`src/rtl/sup_ctrl_pkg.sv`:
```
package sup_ctrl_pkg;
  typedef enum logic [1:0] {
    ST_OFF   = 2'd0,
    ST_ON    = 2'd1,
    ST_DRAIN = 2'd2
  } sup_state_e;
endpackage

```
`src/rtl/sup_req_debounce.sv`:
```
module sup_req_debounce #(
  parameter int DEBOUNCE_TICKS = 8
) (
  input  logic clk,
  input  logic rst_n,
  input  logic tick,
  input  logic req_off_n,
  output logic req_on
);
  localparam int CW = $clog2(DEBOUNCE_TICKS + 1);
  localparam logic [CW-1:0] LAST = CW'(DEBOUNCE_TICKS - 1);

  logic          raw_on;
  logic [CW-1:0] cnt_q;

  assign raw_on = ~req_off_n;

  always_ff @(posedge clk or negedge rst_n) begin
    if (!rst_n) begin
      cnt_q  <= '0;
      req_on <= 1'b0;
    end else if (raw_on == req_on) begin
      cnt_q <= '0;
    end else if (tick) begin
      if (cnt_q == LAST) begin
        cnt_q  <= '0;
        req_on <= raw_on;
      end else begin
        cnt_q <= cnt_q + 1'b1;
      end
    end
  end


  accept_level_chk: assert property (@(posedge clk) disable iff (!rst_n)
    (req_on != $past(req_on)) |-> (req_on == $past(raw_on)));

  tick_gate_chk: assert property (@(posedge clk) disable iff (!rst_n)
    !$past(tick) |-> $stable(req_on));
endmodule

```
`src/rtl/sup_glitch_filter.sv`:
```
module sup_glitch_filter #(
  parameter int GLITCH_TICKS = 4
) (
  input  logic clk,
  input  logic rst_n,
  input  logic tick,
  input  logic flag,
  output logic qual
);
  localparam int CW = $clog2(GLITCH_TICKS + 1);
  localparam logic [CW-1:0] LAST = CW'(GLITCH_TICKS - 1);

  logic [CW-1:0] cnt_q;

  always_ff @(posedge clk or negedge rst_n) begin
    if (!rst_n) begin
      cnt_q <= '0;
      qual  <= 1'b0;
    end else if (!flag) begin
      cnt_q <= '0;
      qual  <= 1'b0;
    end else if (tick && !qual) begin
      if (cnt_q == LAST) qual  <= 1'b1;
      else               cnt_q <= cnt_q + 1'b1;
    end
  end


  qual_src_chk: assert property (@(posedge clk) disable iff (!rst_n)
    $rose(qual) |-> ($past(flag) && $past(tick)));

  qual_drop_chk: assert property (@(posedge clk) disable iff (!rst_n)
    !flag |=> !qual);
endmodule

```
`src/rtl/sup_seq_ctrl.sv`:
```
module sup_seq_ctrl
  import sup_ctrl_pkg::*;
#(
  parameter int NUM_RAILS   = 3,
  parameter int DRAIN_TICKS = 3,
  parameter int BLANK_TICKS = 12
) (
  input  logic                 clk,
  input  logic                 rst_n,
  input  logic                 tick,
  input  logic                 req_on,
  input  logic [NUM_RAILS-1:0] ov_q,
  input  logic [NUM_RAILS-1:0] uv_q,
  output logic                 shutdown_q,
  output logic                 pg_inh_q,
  output logic                 fault_q
);
  localparam int DW = $clog2(DRAIN_TICKS + 1);
  localparam int BW = $clog2(BLANK_TICKS + 1);
  localparam logic [DW-1:0] DRAIN_LAST = DW'(DRAIN_TICKS - 1);
  localparam logic [BW-1:0] BLANK_LOAD = BW'(BLANK_TICKS);

  sup_state_e    state_q, state_d;
  logic [DW-1:0] drain_q, drain_d;
  logic [BW-1:0] blank_q, blank_d;
  logic          req_on_d1;
  logic          shutdown_d, fault_d;
  logic          blanking, uv_live, trip, clr;

  assign blanking = (blank_q != '0);
  assign uv_live  = (state_q == ST_ON) && !blanking && (|uv_q);
  assign trip     = (|ov_q) || uv_live;
  assign clr      = req_on_d1 && !req_on;

  always_comb begin
    state_d    = state_q;
    drain_d    = drain_q;
    shutdown_d = shutdown_q;
    fault_d    = clr ? 1'b0 : (fault_q | trip);
    blank_d    = (tick && blanking) ? blank_q - 1'b1 : blank_q;
    unique case (state_q)
      ST_OFF: begin
        if (req_on && !fault_q && !trip) begin
          state_d    = ST_ON;
          shutdown_d = 1'b0;
          blank_d    = BLANK_LOAD;
        end
      end
      ST_ON: begin
        if (trip) begin
          state_d    = ST_OFF;
          shutdown_d = 1'b1;
        end else if (!req_on) begin
          state_d = ST_DRAIN;
          drain_d = '0;
        end
      end
      ST_DRAIN: begin
        if (trip) begin
          state_d    = ST_OFF;
          shutdown_d = 1'b1;
        end else if (req_on) begin
          state_d = ST_ON;
        end else if (tick) begin
          if (drain_q == DRAIN_LAST) begin
            state_d    = ST_OFF;
            shutdown_d = 1'b1;
          end else begin
            drain_d = drain_q + 1'b1;
          end
        end
      end
      default: begin
        state_d    = ST_OFF;
        shutdown_d = 1'b1;
      end
    endcase
  end

  always_ff @(posedge clk or negedge rst_n) begin
    if (!rst_n) begin
      state_q    <= ST_OFF;
      drain_q    <= '0;
      blank_q    <= '0;
      req_on_d1  <= 1'b0;
      shutdown_q <= 1'b1;
      pg_inh_q   <= 1'b1;
      fault_q    <= 1'b0;
    end else begin
      state_q    <= state_d;
      drain_q    <= drain_d;
      blank_q    <= blank_d;
      req_on_d1  <= req_on;
      shutdown_q <= shutdown_d;
      pg_inh_q   <= shutdown_d;
      fault_q    <= fault_d;
    end
  end


  fault_forces_off_chk: assert property (@(posedge clk) disable iff (!rst_n)
    fault_q |-> shutdown_q);

  pg_follow_chk: assert property (@(posedge clk) disable iff (!rst_n)
    shutdown_q |-> pg_inh_q);

  uv_blank_chk: assert property (@(posedge clk) disable iff (!rst_n)
    $rose(fault_q) |-> ($past(|ov_q) || ($past(|uv_q) && ($past(blank_q) == '0))));

  latch_clear_chk: assert property (@(posedge clk) disable iff (!rst_n)
    $fell(fault_q) |-> ($past(req_on_d1) && !$past(req_on)));

  on_needs_req_chk: assert property (@(posedge clk) disable iff (!rst_n)
    $fell(shutdown_q) |-> ($past(req_on) && !$past(fault_q)));
endmodule

```
`src/rtl/sup_onoff_fault_ctrl.sv`:
```
module sup_onoff_fault_ctrl #(
  parameter int NUM_RAILS      = 3,
  parameter int DEBOUNCE_TICKS = 8,
  parameter int DRAIN_TICKS    = 3,
  parameter int GLITCH_TICKS   = 4,
  parameter int BLANK_TICKS    = 12
) (
  input  logic                 clk,
  input  logic                 rst_n,
  input  logic                 tick,
  input  logic                 req_off_n,
  input  logic [NUM_RAILS-1:0] ov_flag,
  input  logic [NUM_RAILS-1:0] uv_flag,
  output logic                 shutdown,
  output logic                 pg_inhibit,
  output logic                 fault_latched
);
  logic                 req_on;
  logic [NUM_RAILS-1:0] ov_q, uv_q;

  sup_req_debounce #(.DEBOUNCE_TICKS(DEBOUNCE_TICKS)) i_deb (
    .clk(clk), .rst_n(rst_n), .tick(tick), .req_off_n(req_off_n), .req_on(req_on)
  );

  for (genvar g = 0; g < NUM_RAILS; g++) begin : g_rail
    sup_glitch_filter #(.GLITCH_TICKS(GLITCH_TICKS)) i_ov (
      .clk(clk), .rst_n(rst_n), .tick(tick), .flag(ov_flag[g]), .qual(ov_q[g])
    );
    sup_glitch_filter #(.GLITCH_TICKS(GLITCH_TICKS)) i_uv (
      .clk(clk), .rst_n(rst_n), .tick(tick), .flag(uv_flag[g]), .qual(uv_q[g])
    );
  end

  sup_seq_ctrl #(
    .NUM_RAILS(NUM_RAILS), .DRAIN_TICKS(DRAIN_TICKS), .BLANK_TICKS(BLANK_TICKS)
  ) i_seq (
    .clk(clk), .rst_n(rst_n), .tick(tick), .req_on(req_on),
    .ov_q(ov_q), .uv_q(uv_q),
    .shutdown_q(shutdown), .pg_inh_q(pg_inhibit), .fault_q(fault_latched)
  );


  reset_off_chk: assert property (@(posedge clk)
    !rst_n |=> (shutdown && pg_inhibit && !fault_latched));
endmodule

```
`config.mk`:
```
export PLATFORM = sky130hd
export DESIGN_NAME = sup_onoff_fault_ctrl
export DESIGN_NICKNAME = d
export VERILOG_FILES = /design/src/rtl/sup_ctrl_pkg.sv /design/src/rtl/sup_req_debounce.sv /design/src/rtl/sup_glitch_filter.sv /design/src/rtl/sup_seq_ctrl.sv /design/src/rtl/sup_onoff_fault_ctrl.sv
export SDC_FILE = /design/constraint.sdc
export NUM_CORES = 1
export LEC_CHECK = 0
export CORE_AREA = 2 2 66 68
export DETAILED_ROUTE_END_ITERATION = 8
export DIE_AREA = 0 0 68 70
export GPL_TIMING_DRIVEN = 1
export PLACE_DENSITY_LB_ADDON = 0.3
export SYNTH_ARGS = -nofsm -noshare
export SYNTH_HDL_FRONTEND = slang
export SYNTH_SLANG_ARGS = --single-unit
```
`constraint.sdc`:
```
create_clock -name clk -period 1.5 [get_ports clk]
set_input_delay 0.225 -clock clk [delete_from_list [all_inputs] [get_ports clk]]
set_output_delay 0.225 -clock clk [all_outputs]
set_load 0.03 [all_outputs]
```
After elaboration in Yosys (flattened, before gate mapping)
Cells that the tools add are included.
W data, S select, Z words.
{"block": "totals", "output_inout_bits": 3, "inputBits": 10, "elab_cells": 185, "register_bits": 40}
{"block": "op_classes", "n_bitwise": 3, "muxes": 65, "n_reduce_logical": 45, "addsub": 9, "n_eq_ne": 43}
{"op": "$mux W3", "count": 18}
{"op": "$ne A2 B1 Y1 const B", "count": 14}
{"op": "$mux W2", "count": 13}
{"op": "$mux W1", "count": 25}
{"op": "$mux W4", "count": 6}
{"op": "$ne A2 B2 Y1 const B", "count": 12}
{"op": "$reduce_and A2 Y1", "count": 12}
{"op": "$add A3 B1 Y3 const B", "count": 6}
{"op": "$eq A3 B2 Y1 const B", "count": 6}
{"op": "$logic_and A1 B1 Y1", "count": 12}
{"op": "$logic_not A1 Y1", "count": 10}
{"op": "$ne A3 B2 Y1 const B", "count": 3}
{"op": "$reduce_and A7 Y1", "count": 1}
{"op": "$pmux W2 S3", "count": 1}
{"op": "$reduce_or A3 Y1", "count": 2}
{"op": "$reduce_and A5 Y1", "count": 1}
{"op": "$add A4 B1 Y4 const B", "count": 1}
{"op": "$eq A2 B2 Y1 const B", "count": 2}
{"op": "$eq A4 B3 Y1 const B", "count": 1}
{"op": "$ne A4 B2 Y1 const B", "count": 1}
{"op": "$ne A4 B3 Y1 const B", "count": 1}
{"op": "$pmux W2 S2", "count": 1}
{"op": "$reduce_and A4 Y1", "count": 1}
{"op": "$reduce_bool A2 Y1", "count": 2}
{"op": "other kinds (12)", "count": 13}

Depth between registers and ports, before layout
{"block": "logic_depth", "ltp_word": 9, "mapped_depth": 5, "mapped_depth_nobuf": 5}

By module
A second synthesis with hierarchy kept.
{"block": "hier_totals", "cells_unflattened": 195, "area_unflattened_um2": 2157.1}
{"mod": "sup_glitch_filter", "cells_per_inst": 19, "area_each_um2": 216.5, "seq_area_each_um2": 100.1, "instances": 6}
{"mod": "sup_seq_ctrl", "cells_per_inst": 57, "area_each_um2": 613.1, "seq_area_each_um2": 276.5, "instances": 1}
{"mod": "sup_req_debounce", "cells_per_inst": 24, "area_each_um2": 245.2, "seq_area_each_um2": 125.1, "instances": 1}

Least setup slack after synthesis
Ideal clock, no wire load.
{"block": "synth_path", "path_type": "register to register", "from": "register g_rail[0].i_ov.cnt_q[0]", "to": "register g_rail[0].i_ov.cnt_q[1]", "slack_ns": -0.075, "path_stages_with_launch": 6, "arrival_ns": 1.455, "synth_period_minus_slack_ns": 1.575, "required_time_ns": 1.380, "setup_ns": 0.120, "path_buffers": 0, "cell_sequence": "dfrtp_1 > ha_1 > ha_1 > nor3b_1 > mux2i_1 > nor2b_1"}
{"block": "synth_via", "elab_chain_cells": 4, "elab_cells_between_ends": 7, "classes_between": "add/sub: 1; eq/ne: 2; mux: 3; reduce/logical: 1"}
{"item": "start: declaration", "line": "sup_glitch_filter.sv:13", "rtl": "logic [CW-1:0] cnt_q;"}
{"item": "start signal: assignment", "line": "sup_glitch_filter.sv:24", "rtl": "else cnt_q <= cnt_q + 1'b1;"}
{"item": "$add A3 B1 Y3", "line": "sup_glitch_filter.sv:24"}
{"item": "$mux W3", "line": "sup_glitch_filter.sv:23", "rtl": "if (cnt_q == LAST) qual <= 1'b1;"}
{"item": "$mux W3", "line": "sup_glitch_filter.sv:22", "rtl": "end else if (tick && !qual) begin"}
{"item": "$mux W3", "line": "sup_glitch_filter.sv:19", "rtl": "end else if (!flag) begin"}
Parallel ways exist; a longest one is shown, timed or not. The select of a mux whose other input is x is not followed.
A chain may end at the register's enable or synchronous reset.

Final worst setup path
{"block": "layout_path", "from": "register g_rail[0].i_ov.qual", "to": "register i_seq.blank_q[2]"}
{"block": "layout_via", "elab_chain_cells": 6}
{"item": "start: declaration", "line": "sup_glitch_filter.sv:8", "rtl": "output logic qual"}
{"item": "start signal: assignment", "line": "sup_glitch_filter.sv:18", "rtl": "qual <= 1'b0;"}
{"item": "start signal: assignment", "line": "sup_glitch_filter.sv:21", "rtl": "qual <= 1'b0;"}
{"item": "start signal: assignment", "line": "sup_glitch_filter.sv:23"}
{"item": "$reduce_or A3 Y1", "line": "sup_seq_ctrl.sv:32", "rtl": "assign trip = (|ov_q) || uv_live;"}
{"item": "$logic_or A1 B1 Y1", "line": "sup_seq_ctrl.sv:32"}
{"item": "$logic_not A1 Y1", "line": "sup_seq_ctrl.sv:43", "rtl": "if (req_on && !fault_q && !trip) begin"}
{"item": "$logic_and A1 B1 Y1", "line": "sup_seq_ctrl.sv:43"}
{"item": "$mux W4", "line": "sup_seq_ctrl.sv:43"}
{"item": "$mux W4", "line": "sup_seq_ctrl.sv:41", "rtl": "unique case (state_q)"}
{"item": "via i_seq.blank_d[2]", "line": "sup_seq_ctrl.sv:25", "rtl": "logic [BW-1:0] blank_q, blank_d;"}
{"item": "end signal: assignment", "line": "sup_seq_ctrl.sv:92", "rtl": "blank_q <= blank_d;"}
{"item": "end: declaration", "line": "sup_seq_ctrl.sv:25"}
The timed path passes the listed nets, and every way through them passes these cells.

==> impl_table.tex <==
\begin{tabular}{lr}
\hline
Metric & Value \\
\hline
\multicolumn{2}{l}{\textbf{Layout}} \\
\quad Final-stage net count & between 200 and 250 \\
\quad Area of all sequential standard cells & approximately 0.001 mm\^{}2 \\
\quad Number of non-filler instances in the completed layout & between 200 and 300 \\
\quad Area delta synth->final & 33.56\% \\
\quad Fill count & 311 \\
\quad Area of all placed cells without fillers & 0.002744 mm\^{}2 \\
\quad Count of antenna diodes in the layout & 0 \\
\quad Multi-input gate area in the final layout & 0.001154 mm\^{}2 \\
\quad Layout cell share with drive strength beyond 1 & 29.73\% \\
\multicolumn{2}{l}{\textbf{Placed design}} \\
\quad Placed inst area & between 0.002 and 0.0025 mm\^{}2 \\
\quad Cell count after placement & 252 \\
\quad Port Buf Inserts & 12 \\
\quad HPWL after detailed placement & approximately 2.8 mm \\
\quad Final estimated routing congestion in global placement & between 0.6 and 0.7 \\
\multicolumn{2}{l}{\textbf{Setup path}} \\
\quad Setup CP Type & register to register \\
\quad Origin of the critical flop-to-flop path & g\_rail[0].i\_ov.qual\$\_DFFE\_PN0P\_ \\
\quad Kind of end point of the critical path & register \\
\quad Start point of the critical path & g\_rail[0].i\_ov.qual\$\_DFFE\_PN0P\_ \\
\quad Required @ worst endpoint & 1.73 ns \\
\quad Critical path fanouts, max & 5 \\
\quad Type of element launching the critical path & register \\
\quad Arrival time worst endpoint & roughly 1.7 ns \\
\multicolumn{2}{l}{\textbf{Yosys}} \\
\quad Most repeated cell in the gate-level netlist after synthesis & sky130\_fd\_sc\_hd\_\_dfrtp\_1 \\
\quad Top cells by area, synth & sky130\_fd\_sc\_hd\_\_dfrtp\_1 (48\%), sky130\_fd\_sc\_hd\_\_ha\_1 (9.1\%), sky130\_fd\_sc\_hd\_\_nor2b\_1 (4.0\%), sky130\_fd\_sc\_hd\_\_mux2i\_1 (3.4\%), sky130\_fd\_sc\_hd\_\_xor2\_1 (3.4\%) \\
\quad Prevailing post-synth register cell & sky130\_fd\_sc\_hd\_\_dfrtp\_1 \\
\quad Post-Syn Nets & 207 \\
\quad Largest area contributor in the synthesized netlist & sky130\_fd\_sc\_hd\_\_dfrtp\_1 \\
\quad Synth top cells by count & sky130\_fd\_sc\_hd\_\_dfrtp\_1 (39), sky130\_fd\_sc\_hd\_\_ha\_1 (15), sky130\_fd\_sc\_hd\_\_inv\_1 (14) \\
\quad Share of async-settable or async-resettable flops after synthesis & 100.0\% \\
\quad FF+latch count, synth & 40 \\
\quad Number of flops mapped to enable cells by yosys & 0 \\
\quad Total of warnings raised by yosys & 0 \\
\quad Avg Cell Area, Syn & between 10 and 15 um\^{}2 \\
\quad Share of the synthesized area in the top cell type & 47.50\% \\
\quad Share of the yosys chip area belonging to registers & between 40\% and 50\% \\
\quad Count of mapped cells out of synthesis & 182 \\
\quad Number of distinct library cells after synthesis & 38 \\
\quad Synth Cell Area & a little over 0.002 mm\^{}2 \\
\multicolumn{2}{l}{\textbf{CTS}} \\
\quad Number of clock sinks & 40 \\
\quad Clock tree root driver cell & sky130\_fd\_sc\_hd\_\_clkbuf\_8 \\
\quad Clock insertion delay at the later pin of the skew report & about 0.3 ns \\
\quad Number of clock buffers inserted by TritonCTS & 5 \\
\quad H-tree levels & 2 \\
\quad Clock tree from TritonCTS & yes \\
\quad Maximum clock insertion buffer count & 2 \\
\quad Clock transition time at the flip-flop clock pins of the worst setup and hold paths & 0.08 ns \\
\multicolumn{2}{l}{\textbf{Route}} \\
\quad DRC violations left & 0 \\
\quad Router iterations before antenna repair & 4 \\
\quad Vias per cell & $\sim$5.6 \\
\quad Post-Route WL & 4.240 mm \\
\quad Initial detailed-routing violation count & 43 \\
\quad Via Count & roughly 1,500 \\
\quad Routed len/inst & 15.47 um \\
\quad Antenna Nets Post-Route & 0 \\
\multicolumn{2}{l}{\textbf{Run}} \\
\quad Max Cap Violations & 0 \\
\multicolumn{2}{l}{\textbf{Global route}} \\
\quad Aggregate global routing overflow & 0 \\
\quad Antenna violations before repair & 0 \\
\quad Total track usage & roughly 20\% \\
\quad Pin count of the biggest net entering global routing & 25 \\
\quad First-pass GRT wire length & between 7 and 8 mm \\
\quad Vias in the first global route & about 1,600 \\
\multicolumn{2}{l}{\textbf{Die}} \\
\quad Core Region & around 0.0041 mm\^{}2 \\
\quad Vertical die dimension & 70 um \\
\quad Die width & 68 um \\
\quad Ports placed on the boundary & 13 \\
\quad Row count & 24 \\
\quad Total Die Area & about 0.0048 mm\^{}2 \\
\quad Initial core utilization & 49.58\% \\
\multicolumn{2}{l}{\textbf{STA}} \\
\quad Final worst hold slack & 0.3917 ns \\
\quad Total Neg Setup Slack & 0 ns \\
\quad Final max-slew violation count & 0 \\
\quad Final period demand of the worst path & 1.492 ns \\
\quad Maximum frequency from static timing analysis & 670.3 MHz \\
\quad Final setup violation count & 0 \\
\quad Hold violation total from the final report & 0 \\
\quad Setup Skew & 0.009520 ns \\
\quad RSZ-0062 raised after global routing & yes \\
\quad Tightest Pin Transition & roughly 0.41 ns \\
\quad Post-route clock period utilization & 99.46\% \\
\quad Rel. slew slack & between 70\% and 80\% \\
\multicolumn{2}{l}{\textbf{Power and ir drop}} \\
\quad Worst IR Drop VDD & approximately 0.00079 V \\
\quad Tot Pwr & about 3400 uW \\
\quad Total power density per cell area & around 1200 mW/mm\^{}2 \\
\quad Leakage & 0.001297 uW \\
\multicolumn{2}{l}{\textbf{Hold path}} \\
\quad Class of the most critical hold timing path & primary input to async pin \\
\multicolumn{2}{l}{\textbf{Run status}} \\
\quad Status & complete, no violations \\
\hline
\end{tabular}
## report_power, final
part	internal [uW]	leakage, uW	switching, uW
combinational	455	0.000692	395
sequential	1230	0.000526	130
clock	832	0.0000784	387
total	2510	0.00130	912
## logic make-up after synthesis
kind of cell | Yosys count | share of synthesized area, %
buf+inv | 18 | 3.593
compound gates | 35 | 12.85
xor+xnor | 8 | 3.411
flops | 40 | 48.78
mux | 7 | 3.411
simple gates | 59 | 18.82
fa+ha+maj | 15 | 9.135
## routing by layer
layer	vias up	GRT usage [%]	share of wire, %
li1	727	-	-
met1	762	22.75	40
met2	32	35.17	55
met3	11	4.026	2.8
met4	0	7.111	2.4
met5	-	0	0
## placed cells by master, fill, tap and decap left out, drive strengths merged, types with 3 or more instances in the layout
master / count
nor3: 3
dfrtp: 39
or3: 6
nor3b: 8
clkdlybuf4s50: 8
and2: 6
bufinv: 3
mux2i: 7
inv: 14
nor2b: 13
buf: 24
nand2: 12
ha: 15
xor2: 8
a211o: 3
a21oi: 12
clkbuf: 7
a2111oi: 3
o211a: 6
o21ai: 6
## layout make-up
cell class	count	area share (%)
timing repair buffer	36	11.35
inverter	14	1.915
sequential	40	36.53
multi-input combinational	124	42.04
clock inverter	3	3.283
clock buffer	5	2.508
tap	52	2.371
## state kept, by name, summed over array words and instances (netlist names)
| register | count |
|---|---|
| g_rail.i_ov.cnt_q | 9 |
| g_rail.i_ov.qual | 3 |
| g_rail.i_uv.cnt_q | 9 |
| g_rail.i_uv.qual | 3 |
| i_deb.cnt_q | 4 |
| i_deb.req_on | 1 |
| i_seq.blank_q | 4 |
| i_seq.drain_q | 2 |
| i_seq.fault_q | 1 |
| i_seq.req_on_d1 | 1 |
| i_seq.shutdown_q | 1 |
| i_seq.state_q | 2 |
## critical path, stage by stage, from the launching register on
cell                      delay [ns]
sky130_fd_sc_hd__dfrtp_1        0.41
sky130_fd_sc_hd__or3_1          0.49
sky130_fd_sc_hd__nor3_2         0.37
sky130_fd_sc_hd__a211o_1        0.15
## what timing repair did
item                                   CTS  global route
buffers inserted                         7             7
pin swaps                                6            16
resized for setup                       21            19
endpoints found under the hold margin   16             0
hold buffers                             1             0
setup endpoints to repair               22            24
## final timing paths
| path | to | slack, ns | depth (start not counted) |
|---|---|---|---|
| worst max-delay path | i_seq.blank_q[2]$_DFF_PN0_ | 0.008 | 3 |
| worst min-delay path | i_seq.blank_q[3]$_DFF_PN0_ | 0.39 | 2 |
| worst max register to register | i_seq.blank_q[2]$_DFF_PN0_ | 0.008 | 3 |
| worst min register to register | i_seq.fault_q$_DFF_PN0_ | 0.44 | 1 |
| max in group asynchronous | i_seq.shutdown_q$_DFFE_PN1P_ | 0.57 | 3 |
| min in group clk | i_seq.fault_q$_DFF_PN0_ | 0.44 | 1 |
## stage by stage
| stage | setup WS (ns) | utilization, % |
|---|---|---|
| floorplan | 0.05238 | - |
| global placement | -0.1356 | 56.31 |
| detailed placement | -0.2094 | 56.31 |
| CTS | -0.0004323 | 63.22 |
| global route | -0.06844 | 66.21 |
| finish | 0.008047 | 66.21 |
(Power assumes the default switching activity.)
